[config.mk]
export PLATFORM = sky130hd
export DESIGN_NAME = iq_lane_serializer
export DESIGN_NICKNAME = d
export VERILOG_FILES = /design/src/rtl/iqser_pkg.sv /design/src/rtl/iqser_timer.sv /design/src/rtl/iqser_lane.sv /design/src/rtl/iqser_strobe.sv /design/src/rtl/iq_lane_serializer.sv
export SDC_FILE = /design/constraint.sdc
export NUM_CORES = 1
export LEC_CHECK = 0
export BUFFER_PORTS_ARGS = -buffer_cell sky130_fd_sc_hd__buf_2
export CORE_AREA = 4 4 96 98
export CTS_CLUSTER_SIZE = 10
export DETAILED_ROUTE_END_ITERATION = 12
export DIE_AREA = 0 0 100 102
export GPL_TIMING_DRIVEN = 0
export PLACE_DENSITY = 0.39
export SETUP_SLACK_MARGIN = 0.1
export SLEW_MARGIN = 10
export SYNTH_ARGS = -nofsm -noshare
export SYNTH_HDL_FRONTEND = slang
export SYNTH_SLANG_ARGS = --single-unit
[constraint.sdc]
create_clock -name clk_i -period 2.8 [get_ports clk_i]
set_clock_uncertainty 0.15 [all_clocks]
set_input_delay 0.56 -clock clk_i [delete_from_list [all_inputs] [get_ports clk_i]]
set_output_delay 0.56 -clock clk_i [all_outputs]
set_load 0.1 [all_outputs]
[src/rtl/iqser_pkg.sv]
package iqser_pkg;
  localparam int unsigned WORD_W     = 16;
  localparam int unsigned SHORT_BITS = 12;
  localparam int unsigned CNT_W      = $clog2(WORD_W);

  typedef enum logic {
    SHAPE_PULSE = 1'b0,
    SHAPE_LEVEL = 1'b1
  } strobe_shape_e;
endpackage

[src/rtl/iqser_timer.sv]
module iqser_timer
  import iqser_pkg::*;
#(
  parameter int unsigned LONG_N  = WORD_W,
  parameter int unsigned SHORT_N = SHORT_BITS,
  parameter int unsigned CW      = CNT_W
) (
  input  logic          clk_i,
  input  logic          rst_i,
  input  logic          valid_i,
  input  logic          long_i,
  input  logic          level_i,
  output logic          ph_o,
  output logic          busy_o,
  output logic [CW-1:0] bit_idx_o,
  output logic          ready_o,
  output logic          load_o,
  output logic          shift_o,
  output logic          cur_long_o,
  output strobe_shape_e cur_shape_o
);
  localparam logic [CW-1:0] LAST_LONG  = CW'(LONG_N - 1);
  localparam logic [CW-1:0] LAST_SHORT = CW'(SHORT_N - 1);

  logic          ph_q, busy_q, long_q;
  logic [CW-1:0] idx_q;
  strobe_shape_e shape_q;
  logic          last_bit;

  assign last_bit = busy_q && (idx_q == (long_q ? LAST_LONG : LAST_SHORT));
  assign ready_o  = ph_q && (!busy_q || last_bit);
  assign load_o   = ready_o && valid_i;
  assign shift_o  = busy_q && ph_q && !last_bit;

  always_ff @(posedge clk_i) begin
    if (rst_i) begin
      ph_q    <= 1'b0;
      busy_q  <= 1'b0;
      idx_q   <= '0;
      long_q  <= 1'b1;
      shape_q <= SHAPE_PULSE;
    end else begin
      ph_q <= ~ph_q;
      if (load_o) begin
        busy_q  <= 1'b1;
        idx_q   <= '0;
        long_q  <= long_i;
        shape_q <= strobe_shape_e'(level_i);
      end else if (busy_q && ph_q) begin
        if (last_bit) busy_q <= 1'b0;
        else          idx_q  <= idx_q + 1'b1;
      end
    end
  end

  assign ph_o        = ph_q;
  assign busy_o      = busy_q;
  assign bit_idx_o   = idx_q;
  assign cur_long_o  = long_q;
  assign cur_shape_o = shape_q;
endmodule

[src/rtl/iqser_lane.sv]
module iqser_lane #(
  parameter int unsigned W = 16
) (
  input  logic         clk_i,
  input  logic         rst_i,
  input  logic         load_i,
  input  logic         shift_i,
  input  logic         busy_i,
  input  logic [W-1:0] word_i,
  output logic         bit_o
);
  logic [W-1:0] sh_q;

  always_ff @(posedge clk_i) begin
    if (rst_i)        sh_q <= '0;
    else if (load_i)  sh_q <= word_i;
    else if (shift_i) sh_q <= {sh_q[W-2:0], 1'b0};
  end

  assign bit_o = busy_i & sh_q[W-1];
endmodule

[src/rtl/iqser_strobe.sv]
module iqser_strobe
  import iqser_pkg::*;
#(
  parameter int unsigned LONG_N  = WORD_W,
  parameter int unsigned SHORT_N = SHORT_BITS,
  parameter int unsigned CW      = CNT_W
) (
  input  logic          busy_i,
  input  logic          ph_i,
  input  logic [CW-1:0] bit_idx_i,
  input  logic          long_i,
  input  strobe_shape_e shape_i,
  output logic          strobe_o
);
  localparam logic [CW-1:0] HALF_LONG  = CW'(LONG_N / 2);
  localparam logic [CW-1:0] HALF_SHORT = CW'(SHORT_N / 2);

  logic [CW-1:0] half;
  logic          level_hi, pulse_hi;

  always_comb begin
    half     = long_i ? HALF_LONG : HALF_SHORT;
    level_hi = bit_idx_i < half;
    pulse_hi = (bit_idx_i == '0) && !ph_i;
    strobe_o = busy_i && ((shape_i == SHAPE_LEVEL) ? level_hi : pulse_hi);
  end
endmodule

[src/rtl/iq_lane_serializer.sv]
module iq_lane_serializer
  import iqser_pkg::*;
#(
  parameter int unsigned DATA_W  = WORD_W,
  parameter int unsigned SHORT_N = SHORT_BITS
) (
  input  logic              clk_i,
  input  logic              rst_i,
  input  logic              s_valid_i,
  output logic              s_ready_o,
  input  logic [DATA_W-1:0] s_i_data_i,
  input  logic [DATA_W-1:0] s_q_data_i,
  input  logic              long_word_i,
  input  logic              level_strobe_i,
  output logic              sclk_o,
  output logic              lane_i_o,
  output logic              lane_q_o,
  output logic              strobe_o
);
  localparam int unsigned CW    = $clog2(DATA_W);
  localparam int unsigned LANES = 2;

  logic          ph, busy, load, shift, cur_long;
  logic [CW-1:0] bit_idx;
  strobe_shape_e cur_shape;
  logic [DATA_W-1:0] words [LANES];
  logic [LANES-1:0]  bits;

  iqser_timer #(.LONG_N(DATA_W), .SHORT_N(SHORT_N), .CW(CW)) u_timer (
    .clk_i(clk_i), .rst_i(rst_i), .valid_i(s_valid_i),
    .long_i(long_word_i), .level_i(level_strobe_i),
    .ph_o(ph), .busy_o(busy), .bit_idx_o(bit_idx), .ready_o(s_ready_o),
    .load_o(load), .shift_o(shift), .cur_long_o(cur_long),
    .cur_shape_o(cur_shape)
  );

  assign words[0] = s_i_data_i;
  assign words[1] = s_q_data_i;

  for (genvar g = 0; g < LANES; g++) begin : g_lane
    iqser_lane #(.W(DATA_W)) u_lane (
      .clk_i(clk_i), .rst_i(rst_i), .load_i(load), .shift_i(shift),
      .busy_i(busy), .word_i(words[g]), .bit_o(bits[g])
    );
  end

  iqser_strobe #(.LONG_N(DATA_W), .SHORT_N(SHORT_N), .CW(CW)) u_strobe (
    .busy_i(busy), .ph_i(ph), .bit_idx_i(bit_idx), .long_i(cur_long),
    .shape_i(cur_shape), .strobe_o(strobe_o)
  );

  assign sclk_o   = ph;
  assign lane_i_o = bits[0];
  assign lane_q_o = bits[1];
endmodule

# After elaboration in Yosys (flattened, before gate mapping)
# Cells that the tools add are included.
[totals]
out_inout_bits = 5
wordCells = 42
register_bits = 40
input_bits = 37
[op_classes]
bitwise_logic = 4
eq_ne = 1
mux = 10
n_reduce_logical = 18
n_lt_le_gt_ge = 1
n_addsub = 1
[ops]
columns = ["cell", "count"]
rows = [
  ["2-to-1 mux 16 bit", 4],
  ["logical AND 1 bit", 7],
  ["nonzero test 2 bit", 3],
  ["adder 4 x 1 -> 4 bit, second input constant", 1],
  ["equality test 4 bit", 1],
  ["logical NOT 4 bit", 1],
  ["less-than comparator 4 bit", 1],
  ["2-to-1 mux 1 bit", 4],
  ["2-to-1 mux 4 bit", 1],
  ["AND reduction 2 bit", 2],
  ["logical NOT 1 bit", 3],
  ["2-to-1 mux 3 bit", 1],
  ["AND 1 bit", 2],
  ["inverter 1 bit", 2],
  ["OR reduction 2 bit", 1],
  ["logical OR 1 bit", 1],
]

# Logic depth before layout (Yosys ltp)
# Gate-level depths: netlist of the first run.
[depth]
ltp_word = 8
mapped_depth = 6
mapped_depth_nobuf = 4

# Cells and area by module
# A second synthesis of the first run with hierarchy kept.
[unflattened]
cells_unflattened = 205
area_unflattened_um2 = 2059.5
[by_module_without_submodules]
columns = ["module", "area_each_um2", "cells_each", "seq_area_each_um2", "n_inst"]
rows = [
  ["iqser_lane", 770.7, 72, 320.3, 2],
  ["iqser_timer", 441.7, 51, 160.2, 1],
  ["iqser_strobe", 76.3, 10, 0.0, 1],
]

# Worst setup path before layout of the first run
# OpenSTA, ideal clock, no wires.
[synth_timing]
kind = "register to output"
startpoint = "reg u_timer.ph_q (netlist: u_timer.ph_o)"
endpoint = "out s_ready_o"
setup_slack_ns = -1.661
n_path_buf = 2
required_ns = 2.090
arrival_ns = 3.751
stages_incl_launch_ff = 4
path_cell_list = "dfxtp_1 buf_2 clkbuf_1 a21boi_0"
[synth_via]
elab_chain_len = 1
[synth_rtl]
columns = ["item", "line", "rtl"]
rows = [
  ["from (decl)", "iqser_timer.sv:25", "logic ph_q, busy_q, long_q;"],
  ["from (signal assigned)", "iqser_timer.sv:43", "ph_q <= ~ph_q;"],
  ["logical AND 1 bit", "iqser_timer.sv:31", "assign ready_o = ph_q && (!busy_q || last_bit);"],
  ["to (decl)", "iq_lane_serializer.sv:10", "output logic s_ready_o,"],
]
# Every way passes these cells.

# Worst setup path in the final report of the first run
[layout_timing]
startpoint = "reg u_timer.idx_q[2] (netlist: u_timer.bit_idx_o[2])"
endpoint = "out s_ready_o"
[layout_via]
elab_chain_len = 4
[layout_rtl]
columns = ["item", "line", "rtl"]
rows = [
  ["from (decl)", "iqser_timer.sv:26", "logic [CW-1:0] idx_q;"],
  ["from (signal assigned)", "iqser_timer.sv:51", "else idx_q <= idx_q + 1'b1;"],
  ["equality test 4 bit", "iqser_timer.sv:30", "assign last_bit = busy_q && (idx_q == (long_q ? LAST_LONG : LAST_SHORT));"],
  ["logical AND 1 bit", "iqser_timer.sv:30", ""],
  ["logical OR 1 bit", "iqser_timer.sv:31", ""],
  ["logical AND 1 bit", "iqser_timer.sv:31", ""],
]
# Every way passes these cells.

==> results list, run 1 <==
- The run finished with clean final reports.
- Final TNS setup: 0 ns
* Number of rows created at floorplan: 34
* Ant diodes: 0
- From bottom edge to top edge, the die measures between 100 and 150 µm.
- Synthesized flop and latch total: 40
- In this run the deepest clock path goes through 2 buffers.
- The worst-case IR drop observed on VDD is 0.000158 V.
* Number of buffers added by the clock tree synthesis step: 5
- Power per cell area: 460 nW/µm²
* Post-synthesis cell count: 246
- Filler instances: 940
* CTS tree: built
* Routed WL per cell: about 17 µm
- Worst slew margin relative to its limit: 0.657
- Setup repair after global routing left no endpoint under its margin.
- Count of TritonRoute iterations in the first routing pass: 4
- Based on the critical path, the design can be clocked at up to between 0.3 and 0.4 GHz.
- Of the available clock period, the critical path in the final layout requires 0.918.
- Category of the critical setup timing path: flip-flop to primary output
* Initial Utilization: 0.244
* Most instantiated flip-flop cell in the synthesis netlist: sky130_fd_sc_hd__dfxtp_1
* Htree depth: 2
* Final Worst Setup Slack: roughly 0.23 ns
- After synthesis, the largest family of logic cells by area is compound AO/OA/AOI/OAI gates.
- Final Max Slew Viols: 0
* Fin nets: 335
- The finished cells cover approximately 2500 µm².
- Synthesis instantiated 33 different standard cells from the library.
- Instance area at placement: 2430 µm²
- Wire length of the first global-routing pass: around 11 mm
- Placed wire-length estimate after detailed placement: roughly 4.7 mm
- Area fraction in compound gates after synthesis: 0.347
- Count of vias placed by the detailed router: around 2,100
- Simple-Gate Fraction of Synth Area: 0.137
- Ranked by total cell area, the synthesized netlist is headed by sky130_fd_sc_hd__dfxtp_1, sky130_fd_sc_hd__o2111ai_1, sky130_fd_sc_hd__a31oi_1.
* Number of setup violations in the final report: 0
- The congestion estimate from routability-driven global placement came to just over 0.7.
- IO Pins: between 40 and 50
- During synthesis, Yosys emitted a total of 0 warnings.
* Synthesized-area fraction occupied by xor and xnor cells: 0
- In the final layout, the share of cells above drive strength 1 is 0.241.
- After detailed routing, the total wire length is approximately 6.7 mm.
- Buffers placed on the I/O ports in this run total 40.
- The worst path needs 2.57 ns of the cycle, external delays included.
* WP data required: ~2.1 ns
* Worst hold-check path type: flip-flop to flip-flop
- Clock latency at the later pin of the worst-skew pair: between 0.2 and 0.3 ns
- The number of nets handed over by synthesis was ~290.
* Final standard cell utilization of the core: 0.298
* Post-synthesis average cell area: approximately 8.4 µm²
- In this run the clock root is driven by a sky130_fd_sc_hd__clkbuf_8.
- The die covers ~10,000 µm².
- Using the TritonRoute via totals, the vias-per-cell ratio works out to about 5.3.
- Post-synth top area cell: sky130_fd_sc_hd__dfxtp_1
- Proportion of synthesized area in mux cells: 0.0194
- The total overflow left after global routing is 0.
- Least-Margin Pin Slew: between 0.5 and 0.6 ns
- Most common cell after layout, fill and taps aside: sky130_fd_sc_hd__buf_2
* Max-Cap Viols: 0
* Vias in the first global route: 2,127
* Worst-path fanout max: 10
- Relative to the synthesized area, the layout overhead comes to 22.2%.
- Clock-pin slew was measured on the worst setup and hold paths at 0.08 ns.
* Number of violations reported at the end of detailed-routing iteration 0: 68
- Sequential-to-total area share from yosys stat: 0.387
- Static Leakage: ~0.9 nW
* Final antenna-violating net count: 0
- Final Hold Fails: 0
- Overall fraction of global-route tracks in use: 0.138
- Commonest non-fill, non-tap cells in the layout: sky130_fd_sc_hd__buf_2, sky130_fd_sc_hd__dfxtp_1, sky130_fd_sc_hd__nand3_1, sky130_fd_sc_hd__o21ai_0, sky130_fd_sc_hd__a31oi_1
- Adder-Cell Fraction of Synth Area: 0.0242
- Die X-Extent: about 100 µm
- Netlist Area Pre-Place: about 2100 µm²
* CP arrival: 1.86 ns
- After detailed routing, the number of remaining DRC violations is 0.
* Element type at the critical path end: primary output
- The number of antenna violations at the first check in global routing is 0.
- Maximum number of pins on one net before global-route repair: 12
* Number of enable flip-flop cells after synthesis: 0
- In the synthesized netlist the async set-or-reset flop fraction comes to 0.
- Portion of synthesized cell area occupied by the leading cell type: 0.387
* Worst slack, placed: ~0.06 ns
* CTS Sinks: 40
- STA classifies the critical path startpoint as a flip-flop.
* Area of the core: between 8000 and 9000 µm²
cells by family after synthesis:
family                   count (synthesis)
AO/OA/AOI/OAI                          105
buffers and inverters                   39
adder cells (fa/ha/maj)                  4
AND/OR/NAND/NOR                         54
multiplexers                             4
flip-flops                              40
layout make-up:
type / instances / area (µm²) / share of cell area
plain buffers: 33 / 156 / 0.0619
clock inverters: 1 / 5.00 / 0.00198
flip-flops and latches: 40 / 801 / 0.317
inverters: 6 / 22.5 / 0.00892
well taps: 108 / 135 / 0.0535
repair buffers: 41 / 216 / 0.0857
multi-input cells: 167 / 1120 / 0.442
clock buffers: 6 / 72.6 / 0.0287
what timing repair did:
action / CTS / global route
hold buffers: 0 / 0
resized for setup: 5 / 0
setup buffers: 1 / 0
setup endpoints to repair: 2 / 0
critical path, stage by stage, from the launching register on:
cell and delay, ns:
sky130_fd_sc_hd__dfxtp_1 0.41, sky130_fd_sc_hd__ha_1 0.30, sky130_fd_sc_hd__nand3b_1 0.22, sky130_fd_sc_hd__clkbuf_4 0.23, sky130_fd_sc_hd__a21boi_4 0.17, sky130_fd_sc_hd__buf_6 0.24
metal layers:
metal	wire length [µm]	GRT usage	up-vias
li1	-	-	1058
met1	3400	0.196	1018
met2	2970	0.206	43
met3	236	0.0280	7
met4	92	0.0497	0
met5	0	0	-
metrics by stage:
stage | std cells | power, mW | hold WS (ns)
6_report | 402 | 1.16 | 0.339
5_1_grt | 402 | 1.22 | 0.363
4_1_cts | 402 | 1.17 | 0.339
3_5_place_dp | 394 | 0.800 | 0.330
3_3_place_gp | 394 | 0.800 | 0.323
2_1_floorplan | 246 | 0.735 | 0.308
synthesized netlist by cell type, drive strengths merged (2+ instances only):
cell type,instances
nand3,33
o21a,2
or3,2
nor2,5
o21ai,32
ha,4
buf,18
inv,6
a21oi,2
and2,3
a31oi,30
nand2,3
o31ai,2
a211oi,4
o2111ai,28
a21o,2
o221a,2
dfxtp,40
nand2b,2
clkbuf,15
mux2i,4
nor3,2
power breakdown:
part           switching [mW]  leakage, nW  internal (mW)
Clock                   0.203       0.0410          0.170
Combinational           0.117        0.516         0.0649
Sequential             0.0123        0.326          0.593
Total                   0.333        0.882          0.828
worst paths after layout:
path / slack [ns] / end / cells after the start / startpoint
worst min register to register: 0.34 / g_lane[1].u_lane.sh_q[15]$_SDFFE_PP0P_ / 2 / g_lane[1].u_lane.sh_q[15]$_SDFFE_PP0P_
worst max register to register: 0.79 / g_lane[0].u_lane.sh_q[14]$_SDFFE_PP0P_ / 6 / u_timer.bit_idx_o[2]$_SDFFE_PP0P_
worst max-delay path: 0.23 / s_ready_o / 5 / u_timer.bit_idx_o[2]$_SDFFE_PP0P_
worst min-delay path: 0.34 / g_lane[1].u_lane.sh_q[15]$_SDFFE_PP0P_ / 2 / g_lane[1].u_lane.sh_q[15]$_SDFFE_PP0P_
state kept, by name, summed over array words and instances, names as in the netlist:
name / cells
u_timer.busy_o: 1
g_lane.u_lane.sh_q: 32
u_timer.bit_idx_o: 4
u_timer.cur_long_o: 1
u_timer.cur_shape_o: 1
u_timer.ph_o: 1
No activity file was read; power rests on OpenSTA's default activity.
==> run 2, diff against run 1 <==
- BUFFER_PORTS_ARGS: -buffer_cell sky130_fd_sc_hd__buf_2 -> default
- CTS_BUF_LIST: default -> sky130_fd_sc_hd__clkbuf_8
- DONT_BUFFER_PORTS: default -> 1
- PLACE_DENSITY: 0.39 -> 0.35
==> run 2 against run 1 <==
  * Critical path depth decreased by 1
  * Routed wire length increased by 2.7%
  * First-iteration DRC count decreased by 2.9%
  * Critical path type unchanged
  * Critical endpoint is now strobe_o
  * Largest cell class unchanged
==> results list, run 2 (synthesis results as in run 1) <==
* Routed wire length: 6.89 mm (+2.7%)
* Htree depth: 2 (unchanged)
- Power per cell area: 492 nW/µm² (+7.1%)
- The achievable clock frequency is 0.362 GHz (-6.9%).
* Count of TritonRoute iterations in the first routing pass: 6 (+2)
- Clock latency at the later pin of the worst-skew pair: 0.30 ns (about the same)
- Clock Power Share: 0.346 (+0.025)
- Smallest hold slack: 0.266 ns (-0.0735 ns)
- The area of the die is 10,200 µm² (unchanged).
- The flip-flop count of the largest register, all copies and words added is 32 (unchanged).
* Final Worst Setup Slack: 0.0378 ns (-0.191 ns)
- Wire length of the first global-routing pass: 11.2 mm (+0.31%)
- The final critical delay including setup and external delays came to 2.76 ns (+0.191 ns).
- Max-Cap Viols: 0 (unchanged)
- The worst max-slew margin expressed relative to the limit was 0.301 (-0.355).
* CTS Sinks: 40 (unchanged)
- Category of the critical setup timing path: flip-flop to primary output
* Area of the core: 8470 µm² (unchanged)
- The cell total after placement is 354 (-10%).
* Final RePlAce weighted congestion: 0.726 (+0.23%)
- Final Hold Fails: 0 (unchanged)
- Antenna violations before repair: 0 (unchanged)
* Final antenna-violating net count: 0 (unchanged)
- Final Max Slew Viols: 0 (unchanged)
- Die X-Extent: 100 µm (unchanged)
- Share of the clock period used by the worst path: 0.987 (+0.0684)
* Final standard cell utilization of the core: 0.278 (-0.0205)
- Logic gate share of total power: 0.125 (-0.032)
- Clock-pin slew on the worst setup and hold paths: 0.08 ns (about the same)
* Ratio of routed vias to standard cells: 5.51 (+4.2%)
- Setup repair after global routing could not meet its margin everywhere.
- The vertical die dimension is 102 µm (unchanged).
* Result of the run: complete, no violations
* Post-route insts no fill: 362 (-10%)
* Static Leakage: 0.730 nW (-17%)
- CP Launch Type: flip-flop
- Final TNS setup: 0 ns (unchanged)
* Vias in the first global route: 2,039 (-4.1%)
* Reg power frac: 0.529 (+0.007)
- Routed WL per cell: 19.0 µm (+14%)
- Initial Utilization: 0.244 (unchanged)
* Worst VDD drop: 0.000145 V (-8.5%)
* Share of final-layout standard cells stronger than drive strength 1: 0.138 (-0.104)
- CTS tree: built
* CP arrival: 2.05 ns (+0.19 ns)
* IO Pins: 42 (unchanged)
- Worst-path fanout max: 4 (-6)
- The detailed placement HPWL was 4.75 mm (+2.2%).
* Area growth from synthesis to layout: 13.7%
- Element type at the critical path end: primary output
- Worst hold-check path type: primary input to flip-flop
- The final layout net count was 294 (-12%).
* Post-route cell area: 2350 µm² (-6.9%)
- Cell-internal power: 0.831 mW (+0.29%)
* WP data required: 2.09 ns (about the same)
- Commonest non-fill, non-tap cells in the layout: sky130_fd_sc_hd__dfxtp_1, sky130_fd_sc_hd__nand3_1, sky130_fd_sc_hd__o21ai_0, sky130_fd_sc_hd__a31oi_1, sky130_fd_sc_hd__o2111ai_1
- Most common cell after layout, fill and taps aside: sky130_fd_sc_hd__dfxtp_1
- The quantity of hold-fixing buffers added after cts was 0 (unchanged).
* Number of rows created at floorplan: 34 (unchanged)
* Reg with most FFs: g_lane.u_lane.sh_q
- Number of setup violations in the final report: 0 (unchanged)
- The DRC violation total after the first TritonRoute iteration came to 66 (-2.9%).
- The antenna diode count was 0 (unchanged).
- Count of vias placed by the detailed router: 1,994 (-6.2%)
- The tree is rooted in a sky130_fd_sc_hd__clkbuf_8.
- The residual overflow from global routing was 0 (unchanged).
- The total DRC errors in the routed layout came to 0 (unchanged).
- The slew at the pin closest to its max-slew limit came to 1.05 ns (+0.536 ns).
* Net switching power: 0.327 mW (-1.6%)
- Total power: 1.16 mW (-0.25%)
* Instance area at placement: 2230 µm² (-8.2%)
- Number of buffers added by the clock tree synthesis step: 5 (unchanged)
- The combined global-route utilization of all metal layers came to 0.140 (+0.00271).
* Number of buffers between clock root and the deepest sink: 2 (unchanged)
* Number of I/O port buffers: 0 (-100%)
* Worst slack, placed: -0.311 ns (-0.373 ns)
* Net switching fraction of the power: 0.283 (-0.00385)
* Maximum number of pins on one net before global-route repair: 20 (+8)
[run 2: cell count changes in the layout (fill, tap and decap cells not counted), moves of 2 or more]
cell                       previous run  this run
sky130_fd_sc_hd__buf_2               51        12
sky130_fd_sc_hd__inv_1                6         8
sky130_fd_sc_hd__dfxtp_4              0         3
sky130_fd_sc_hd__clkbuf_1            14        12
sky130_fd_sc_hd__dfxtp_1             40        37
[run 2: worst max-delay path, cell delays in order, from the launching register on]
cell	delay (ns)
sky130_fd_sc_hd__dfxtp_4	0.37
sky130_fd_sc_hd__ha_4	0.25
sky130_fd_sc_hd__o21a_1	0.10
sky130_fd_sc_hd__o21a_1	0.20
sky130_fd_sc_hd__o31ai_4	0.84
[run 2: repair_timing]
action	CTS	global route
cloned	0	0
setup buffers	1	0
gates resized for setup	8	3
pin swaps	2	1
setup endpoints to repair	2	2
[run 2: final cells by class]
cell class | count | area, µm²
clock inverter | 2 | 7.51
buffer | 32 | 155
tap | 108 | 135
inverter | 6 | 22.5
clock buffer | 6 | 82.6
timing repair buffer | 1 | 7.51
fill | 936 | 6110
sequential | 40 | 812
multi-input combinational | 167 | 1130
[run 2: path summary, 6_finish.rpt]
kind,from,to,slack (ns),depth (start not counted)
setup / recovery,u_timer.cur_long_o$_SDFFE_PP1P_,strobe_o,0.04,4
hold reg to reg,g_lane[0].u_lane.sh_q[15]$_SDFFE_PP0P_,g_lane[0].u_lane.sh_q[15]$_SDFFE_PP0P_,0.33,2
setup reg to reg,u_timer.ph_o$_SDFF_PP0_,g_lane[1].u_lane.sh_q[13]$_SDFFE_PP0P_,0.72,6
hold / removal,level_strobe_i,u_timer.cur_shape_o$_SDFFE_PP0P_,0.27,2
[run 2: per-layer routing]
metal | GRT usage | up-vias | part of all wire
met4 | 0.0446 | 0 | 0.012
met2 | 0.222 | 46 | 0.45
met3 | 0.0328 | 6 | 0.045
li1 | - | 976 | -
met1 | 0.190 | 966 | 0.49
met5 | 0 | - | 0
[run 2: power by group through the flow]
| stage | Sequential (mW) | Clock (mW) | Combinational, mW |
|---|---|---|---|
| floorplan | 0.623 | 0 | 0.112 |
| global placement | 0.627 | 0 | 0.146 |
| detailed placement | 0.626 | 0 | 0.146 |
| finish | 0.612 | 0.401 | 0.145 |
| CTS | 0.613 | 0.419 | 0.146 |
| global route | 0.615 | 0.438 | 0.161 |
==> run 3, diff against run 2 <==
- CORE_AREA: 4 4 96 98 -> 4 4 134 72
- DIE_AREA: 0 0 100 102 -> 0 0 138 76
==> run 3 against run 2 <==
  * Sequential cell count unchanged
  * Worst hold slack got worse by 0.0025 ns
  * Register-to-register slack improved by 0.02 ns
  * Sequential share of layout area decreased by 0.27 points
  * Largest cell class unchanged
  * Cell area increased by 0.64%
==> results list, run 3 (synthesis results as in run 1) <==
- Overall fraction of global-route tracks in use: 0.137 (-0.00373)
- The proportion of layout cells with a drive suffix above 1 is 0.154 (+0.0157).
- Number of rows created at floorplan: 24 (-29%)
* Element type at the critical path end: primary output
* Area of the core: 8470 µm² (about the same)
- The achievable clock frequency came to 0.364 GHz (+0.48%).
* CTS Sinks: 40 (unchanged)
* Maximum number of pins on one net before global-route repair: 20 (unchanged)
- The final number of setup-violating endpoints came to 0 (unchanged).
- Worst VDD drop: 0.000187 V (+29%)
- Number of buffers added by the clock tree synthesis step: 5 (unchanged)
* Worst hold-check path type: primary input to flip-flop
- The total DRC errors in the routed layout is 0 (unchanged).
* Power per cell area: 498 nW/µm² (+1.1%)
- Clock Power Share: 0.356 (+0.010)
- Category of the critical setup timing path: flip-flop to primary output
- CP Launch Type: flip-flop
* Routed wire length: 7.09 mm (+2.9%)
- The routed wirelength normalized by instance count came to 19.1 µm (+0.45%).
- Total power: 1.18 mW (+1.7%)
* Die extent in y: 76 µm (-25%)
* Total buffers and inverters traversed by the critical path: 0 (unchanged)
- Antenna violations before repair: 0 (unchanged)
- The area growth from synthesis to layout is 14.5%.
- The deepest clock path buffer count came to 2 (unchanged).
- Clock-pin slew on the worst setup and hold paths: 0.08 ns (about the same)
- Static Leakage: 0.724 nW (-0.79%)
- Number of I/O port buffers: 0 (unchanged)
* Net switching power: 0.343 mW (+4.9%)
- The data arrival time of the critical path was 2.04 ns (about the same).
- Count of vias placed by the detailed router: 1,998 (+0.20%)
- The relative contribution of sequential cells to total power is 0.521 (-0.008).
- The floorplan die width was 138 µm (+38%).
- Ant diodes: 0 (unchanged)
- Post-layout min period: 2.75 ns (-0.0132 ns)
- The final layout net count is 294 (unchanged).
* Final Max Slew Viols: 0 (unchanged)
- For this design, the slowest cell found on the critical path is sky130_fd_sc_hd__o31ai_4.
* Htree depth: 2 (unchanged)
* Post-route cell area: 2370 µm² (+0.64%)
* Smallest hold slack: 0.263 ns (-0.00246 ns)
- Logic gate share of total power: 0.123 (-0.002)
- Net switching fraction of the power: 0.292 (+0.00889)
* Worst stage delay on the critical path: 0.85 ns (about the same)
* Number of buffers inserted for hold repair after clock tree synthesis: 0 (unchanged)
- The count of maximum capacitance violations is 0 (unchanged).
* Total overflow reported by the global router: 0 (unchanged)
- The final cycle utilization of the critical path is 0.982 (-0.00473).
- In the layout the commonest cells are sky130_fd_sc_hd__dfxtp_1, sky130_fd_sc_hd__nand3_1, sky130_fd_sc_hd__o21ai_0, sky130_fd_sc_hd__a31oi_1, sky130_fd_sc_hd__o2111ai_1.
* Least-Margin Pin Slew: 1.06 ns (+0.00718 ns)
* Placed wire-length estimate after detailed placement: 5.03 mm (+5.7%)
* Die footprint: 10,500 µm² (+2.8%)
* Worst-path fanout max: 5 (+1)
* Final Hold Fails: 0 (unchanged)
* Final antenna-violating net count: 0 (unchanged)
* Final RePlAce weighted congestion: 0.712 (-2.0%)
* WP data required: 2.09 ns (about the same)
* Unrepaired setup endpoints after global routing: true
- Instance area at placement: 2240 µm² (+0.51%)
* Cell-internal power: 0.834 mW (+0.47%)
* Ratio of routed vias to standard cells: 5.39 (-2.2%)
- CTS tree: built
* Most common cell after layout, fill and taps aside: sky130_fd_sc_hd__dfxtp_1
- The worst max-slew margin expressed relative to the limit is 0.297 (-0.00477).
- The run finished with clean final reports.
- The number of global-route vias before repair is 1,945 (-4.6%).
- The cell that appears most often on the critical path is sky130_fd_sc_hd__o21a_1.
- Cell chain of the critical path: ha_4 > o21a_1 > o21a_1 > o31ai_4
- The tree is rooted in a sky130_fd_sc_hd__clkbuf_8.
- Largest delay contributor family on the critical path: compound AO/OA/AOI/OAI gates
- The global-route wire length before repair is 11.4 mm (+1.7%).
* Initial Utilization: 0.244 (about the same)
* Clock latency at the later pin of the worst-skew pair: 0.30 ns (about the same)
- More flip-flops sit in one register than any other, and that register is g_lane.u_lane.sh_q.
- Number of violations reported at the end of detailed-routing iteration 0: 130 (+97%)
* Count of TritonRoute iterations in the first routing pass: 5 (-1)
- IO Pins: 42 (unchanged)
- Max FFs per register: 32 (unchanged)
==> run 3: cell count changes in the layout (fill, tap and decap cells not counted), sizes merged <==
cell | previous run | this run
clkinv | 0 | 2
inv | 8 | 6
==> run 3: routing by layer <==
layer	share of wire	up-vias	track usage
met5	0	-	0
met4	0.0063	0	0.0256
met3	0.065	7	0.0464
met2	0.36	57	0.167
met1	0.57	956	0.221
li1	-	978	-
==> run 3: worst register-to-register path: cells and delay by family (launching register included) <==
kind                   cells  cell delay (ns)
buffers and inverters      3             0.79
DFF                        1             0.54
AOI/OAI and AO/OA          3             0.44
==> run 3: worst paths after layout <==
check / start / to / slack (ns) / depth (start not counted)
max: u_timer.bit_idx_o[2]$_SDFFE_PP0P_ / strobe_o / 0.05 / 4
min: level_strobe_i / u_timer.cur_shape_o$_SDFFE_PP0P_ / 0.26 / 2
max reg2reg: u_timer.ph_o$_SDFF_PP0_ / g_lane[1].u_lane.sh_q[11]$_SDFFE_PP0P_ / 0.74 / 6
min reg2reg: g_lane[1].u_lane.sh_q[1]$_SDFFE_PP0P_ / g_lane[1].u_lane.sh_q[2]$_SDFFE_PP0P_ / 0.34 / 2
==> run 3: through the flow <==
step / setup TNS (ns) / worst slack (ns) / util / instances
after floorplan: -0.0775 / -0.0775 / - / 246
after detailed placement: -0.322 / -0.322 / 0.264 / 363
final: 0 / 0.0510 / 0.279 / 371
after global routing: -0.0355 / -0.0355 / 0.279 / 371
after global placement: -0.334 / -0.334 / 0.264 / 363
after CTS: 0 / 0.0252 / 0.279 / 371
==> run 3: power groups by stage <==
stage | registers [mW] | clock network [mW] | logic [mW]
detailed placement | 0.627 | 0 | 0.145
floorplan | 0.623 | 0 | 0.112
global placement | 0.627 | 0 | 0.148
CTS | 0.613 | 0.441 | 0.145
global route | 0.617 | 0.460 | 0.162
finish | 0.613 | 0.420 | 0.145
==> run 3: area by class of cell <==
| cell class | count | area (µm²) |
|---|---|---|
| clock inverters | 2 | 10.0 |
| clock buffers | 6 | 82.6 |
| repair buffers | 1 | 7.51 |
| well taps | 117 | 146 |
| flip-flops and latches | 40 | 811 |
| multi-input cells | 167 | 1130 |
| fillers | 956 | 6100 |
| inverters | 6 | 22.5 |
| plain buffers | 32 | 155 |
==> run 3: repair_timing <==
item                                   in CTS  in global routing
endpoints found under the hold margin       0                  0
buffers inserted                            1                  0
setup endpoints to repair                   2                  2
pin swaps                                   2                  1
gates resized for setup                     8                  4
